`config.mk`:
```
export PLATFORM = sky130hd
export DESIGN_NAME = trap_entry
export DESIGN_NICKNAME = d
export VERILOG_FILES = /design/src/rtl/trap_entry.sv
export SDC_FILE = /design/constraint.sdc
export NUM_CORES = 1
export LEC_CHECK = 0
export BUFFER_PORTS_ARGS = -buffer_cell sky130_fd_sc_hd__buf_2
export CAP_MARGIN = 40
export CORE_AREA = 2 2 116 129
export DETAILED_ROUTE_END_ITERATION = 12
export DIE_AREA = 0 0 118 131
export GPL_ROUTABILITY_DRIVEN = 1
export PLACE_DENSITY_LB_ADDON = 0.3
export SLEW_MARGIN = 20
export SYNTH_ARGS = -nofsm -noshare
export SYNTH_HDL_FRONTEND = slang
export SYNTH_SLANG_ARGS = --single-unit
```
`constraint.sdc`:
```
create_clock -name clk -period 2.06 [get_ports clk]
set_input_delay 0.515 -clock clk [delete_from_list [all_inputs] [get_ports clk]]
set_output_delay 0.515 -clock clk [all_outputs]
set_load 0.1 [all_outputs]
```
`src/rtl/trap_entry.sv`:
```
module trap_entry #(
  parameter int NWIN = 8,
  parameter int XLEN = 32,
  parameter logic [7:0] HALT_TT = 8'h80,
  parameter logic [3:0] IRQ_CLASS = 4'h1,
  localparam int CWPW = (NWIN > 1) ? $clog2(NWIN) : 1
) (
  input  logic            clk,
  input  logic            rst_n,
  input  logic            trap_req,
  input  logic [7:0]      tt_in,
  input  logic            halt_en,
  input  logic [XLEN-1:0] pc_in,
  input  logic [XLEN-1:0] npc_in,
  input  logic            et_in,
  input  logic            s_in,
  input  logic            ps_in,
  input  logic [CWPW-1:0] cwp_in,
  input  logic [XLEN-1:0] tbr_in,
  output logic            done,
  output logic            et_out,
  output logic            s_out,
  output logic            ps_out,
  output logic [CWPW-1:0] cwp_out,
  output logic [XLEN-1:0] pc_out,
  output logic [XLEN-1:0] npc_out,
  output logic [XLEN-1:0] tbr_out,
  output logic            wr_en,
  output logic [CWPW-1:0] wr_win,
  output logic [4:0]      wr_a_idx,
  output logic [XLEN-1:0] wr_a_data,
  output logic [4:0]      wr_b_idx,
  output logic [XLEN-1:0] wr_b_data,
  output logic            irq_ack,
  output logic [3:0]      irq_lvl,
  output logic            err_state,
  output logic            shutdown_req
);
  localparam logic [CWPW-1:0] LAST_WIN = CWPW'(NWIN - 1);
  localparam logic [4:0] SAVE_PC_IDX  = 5'd17;
  localparam logic [4:0] SAVE_NPC_IDX = 5'd18;

  logic live, take, halt_hit, bad_hit, is_irq;
  logic [CWPW-1:0] cwp_dn;
  logic [XLEN-1:0] tbr_nx;

  assign live     = trap_req && !err_state;
  assign take     = live && et_in;
  assign halt_hit = live && !et_in && halt_en && (tt_in == HALT_TT);
  assign bad_hit  = live && !et_in && !halt_hit;
  assign is_irq   = (tt_in[7:4] == IRQ_CLASS);
  assign cwp_dn   = (cwp_in == '0) ? LAST_WIN : cwp_in - 1'b1;
  assign tbr_nx   = {tbr_in[XLEN-1:12], tt_in, 4'b0000};

  assign wr_a_idx = SAVE_PC_IDX;
  assign wr_b_idx = SAVE_NPC_IDX;
  assign wr_win   = cwp_out;

  always_ff @(posedge clk) begin
    if (!rst_n) begin
      done         <= 1'b0;
      wr_en        <= 1'b0;
      irq_ack      <= 1'b0;
      irq_lvl      <= '0;
      err_state    <= 1'b0;
      shutdown_req <= 1'b0;
      et_out       <= 1'b0;
      s_out        <= 1'b1;
      ps_out       <= 1'b0;
      cwp_out      <= '0;
      pc_out       <= '0;
      npc_out      <= '0;
      tbr_out      <= '0;
      wr_a_data    <= '0;
      wr_b_data    <= '0;
    end else begin
      done         <= take;
      wr_en        <= take;
      irq_ack      <= take && is_irq;
      shutdown_req <= halt_hit;
      err_state    <= err_state || bad_hit;
      if (take) begin
        irq_lvl   <= tt_in[3:0];
        et_out    <= 1'b0;
        ps_out    <= s_in;
        s_out     <= 1'b1;
        cwp_out   <= cwp_dn;
        tbr_out   <= tbr_nx;
        pc_out    <= tbr_nx;
        npc_out   <= tbr_nx + XLEN'(4);
        wr_a_data <= pc_in;
        wr_b_data <= npc_in;
      end
    end
  end

  p_reset_quiet_r1: assert property (@(posedge clk)
    $past(!rst_n) |-> !done && !wr_en && !irq_ack && !err_state && !shutdown_req);

  p_err_sticky_r2: assert property (@(posedge clk) disable iff (!rst_n)
    err_state |=> err_state);

  p_no_entry_disabled_r2: assert property (@(posedge clk) disable iff (!rst_n)
    trap_req && !et_in |=> !done && !wr_en);

  p_halt_only_disabled_r3: assert property (@(posedge clk) disable iff (!rst_n)
    shutdown_req |-> !done && $past(tt_in) == HALT_TT && !$past(et_in));

  p_err_ignores_r4: assert property (@(posedge clk) disable iff (!rst_n)
    err_state |=> !done && !wr_en && !irq_ack && !shutdown_req);

  p_cwp_wrap_r5: assert property (@(posedge clk) disable iff (!rst_n)
    done && $past(cwp_in) == '0 |-> cwp_out == LAST_WIN);

  p_cwp_step_r5: assert property (@(posedge clk) disable iff (!rst_n)
    done && $past(cwp_in) != '0 |-> cwp_out + 1'b1 == $past(cwp_in) && !et_out);

  p_save_pair_r6: assert property (@(posedge clk) disable iff (!rst_n)
    wr_en |-> wr_a_data == $past(pc_in) && wr_b_data == $past(npc_in) && wr_win == cwp_out);

  p_super_r7: assert property (@(posedge clk) disable iff (!rst_n)
    done |-> s_out && ps_out == $past(s_in));

  p_pc_from_tbr_r9: assert property (@(posedge clk) disable iff (!rst_n)
    done |-> pc_out == tbr_out && npc_out - pc_out == XLEN'(4) && tbr_out[3:0] == 4'b0);

  p_ack_class_r10: assert property (@(posedge clk) disable iff (!rst_n)
    irq_ack |-> done && tbr_out[11:8] == IRQ_CLASS && irq_lvl == tbr_out[7:4]);

  p_done_cause_r11: assert property (@(posedge clk) disable iff (!rst_n)
    done |-> $past(trap_req) && $past(et_in));
endmodule

```
==> summary.txt <==
Status = finished, final reports clean
Multi-input gate area = 1400 µm²
TritonRoute pass-1 iters = 4
Setup Skew = 0.006448 ns
DR WL met2 = 5.628 mm
Data arrival, critical path = 1.25 ns
CP delay by family, top = buffers and inverters
Antenna diode count = 0
P_leak = 2.751 nW
Io pins = 302
Largest buffer count on any clock path = 2
VDD IR max = 0.3530 mV
Via Count = 3781
Mapped Area = 4168 µm²
Setup TNS = 0 ns
Sequential area share after synthesis = 0.4851
Synthesized flop and latch total = 101
FF-to-FF path depth = 4
P&R area growth vs syn = 29.96%
GRT Total Usage = 0.1357
Hold Path Depth = 3
Setup CP Type = reg2out
Clk root buf = clkbuf_16
Min Clock Period, post-route = 1.768 ns
Final net count = 826
# setup viols final = 0
Synth warnings = 0
Die height = 131 µm
Final period utilization = 0.8583
Synth top area cells = dfxtp_1 (49%), nand2_1 (17%), buf_4 (17%), a21oi_1 (11%), buf_2 (1.3%)
Cells after synthesis = 526
Vias per cell = 4.169
Worst-path clk slew = 0.07 ns
Share of layout cells above drive strength 1 = 0.4014
Synth area leader = dfxtp_1
Core footprint = 14220 µm²
Fin. max-slew vios = 0
Vias in the first global route = 3226
Slowest Stage Delay on Critical Path = 0.47 ns
Cell depth of the worst setup path = 1
CP Capture Type = output pin
Post-DRT Antenna Nets = 0
M1 WL = 4.401 mm
Share of the synthesized area in the top cell type = 0.4851
Num rows = 46
Routed wire length = 11.10 mm
Worst-Skew Late Latency = 0.34 ns
Final hold violations = 0
Hold Crit Class = in2reg
Overflow after GRT = 0
Postcts setup bufs = 0
Hold_buf cts = 0
Starting Density = 0.2932
Total of max-cap violations = 0
Slowest CP cell = buf_2
FF/Latch Area = 2022 µm²
# fillers = 1555
Pwr/cell area = 1037 nW/µm²
H-tree Lvls = 3
Max Used Layer = met4
Detail Placement HPWL = 7.925 mm
Worst slew margin = 0.6581
TritonCTS clock tree = done
Avg WL per Cell = 12.23 µm
Largest net degree at the start of global routing = 97
CP Launch Type = flop
Clock Sinks = 101
DRC Markers = 0
F_max = 565.6 MHz
CP Max Fanout = 5
Met3 WL = 835 µm
First-pass GRT wire length = 16.50 mm
Die area = 15460 µm²
DR iter-0 viols = 189
RSZ-0062 raised after global routing = no
Port bufs = 265
Critical Path RT = 1.54 ns
Worst-Margin Slew = 0.5164 ns
Total Power = 5.615 mW
Die Width = 118 µm
Buf/Inv on CP = 1
Synthesized area per cell = 7.923 µm²
Critical-path cell list = buf_2
Post-CTS sizing = 0
RD Place Congestion = 0.7232
TritonCTS Buffers = 9
Yosys cell types = 21
Number of antenna violations at the first check in global routing = 0
==> routing by layer <==
layer | track usage | up-vias
met3 | 0.04688 | 13
li1 | - | 1925
met4 | 0.06520 | 0
met5 | 0 | -
met2 | 0.2339 | 168
met1 | 0.1517 | 1675
==> final cells by class <==
class                   instances  share of cell area
clock buffers                  13             0.04990
clock inverters                 3            0.007854
flip-flops and latches        101              0.3733
repair buffers                270              0.2633
multi-input cells             324              0.2585
inverters                       4            0.002772
well taps                     192             0.04435
==> kinds of logic after synthesis <==
kind of cell,count (synthesis),synth area share
fa+ha+maj,2,0.006003
other cells,2,0.001802
flops,101,0.4851
simple gates,201,0.1882
buf+inv,122,0.1987
compound gates,98,0.1201
==> cell usage in the layout, fill, tap and decap left out <==
cell type	Yosys	layout
inv_1	3	3
clkinvlp_4	0	1
nor2_1	7	7
dfxtp_1	101	101
and4b_1	1	1
clkbuf_1	13	1
inv_2	1	1
buf_12	0	5
conb_1	2	23
a21oi_1	94	94
and3b_4	0	1
ha_1	2	2
o21ai_0	1	1
nand3b_1	1	1
clkbuf_16	0	9
nand2_1	187	187
buf_2	11	265
a211oi_1	2	2
clkinv_2	0	1
nor2b_1	1	1
nand4_1	1	1
o211a_1	1	1
nor4b_1	2	2
bufinv_16	0	1
clkbuf_8	0	3
==> synthesized netlist by cell type <==
library cell,instances
nand2_1,187
dfxtp_1,101
a21oi_1,94
buf_4,93
clkbuf_1,13
buf_2,11
nor2_1,7
inv_1,3
a211oi_1,2
conb_1,2
ha_1,2
nor4b_1,2
and3b_1,1
and4b_1,1
buf_6,1
inv_2,1
nand3b_1,1
nand4_1,1
nor2b_1,1
o211a_1,1
o21ai_0,1
==> state kept, by name, summed over array words and instances, names as in the netlist <==
name,count
cwp_out,3
err_state,1
irq_ack,1
irq_lvl,3
npc_out,2
ps_out,1
shutdown_req,1
tbr_out,24
wr_a_data,32
wr_b_data,32
wr_en,1
==> path summary, 6_finish.rpt <==
kind | from | slack, ns | endpoint
worst max-delay path | err_state | 0.29 | err_state
worst min-delay path | s_in | 0.40 | ps_out
worst min register to register | wr_b_data[30] | 0.45 | wr_b_data[30]
worst max register to register | err_state | 0.73 | irq_ack
==> power by group <==
part           leakage, nW  switching, mW  internal [mW]
Sequential           0.825         0.0559           2.04
Combinational         1.77           1.51          0.246
Clock                0.152          0.716           1.04
Total                 2.75           2.28           3.33
==> stage by stage <==
step           hold slack (ns)  utilization  cells  area (µm²)  worst slack (ns)
3_5_place_dp            0.4437       0.3590    891        5104            0.5781
6_report                0.4028       0.3810    907        5416            0.2918
3_3_place_gp            0.4407       0.3590    891        5104            0.5899
2_1_floorplan           0.6484            -    547        4247            0.1359
5_1_grt                 0.3918       0.3810    907        5416            0.2255
4_1_cts                 0.3842       0.3810    907        5416            0.2590
(Power assumes the default switching activity.)
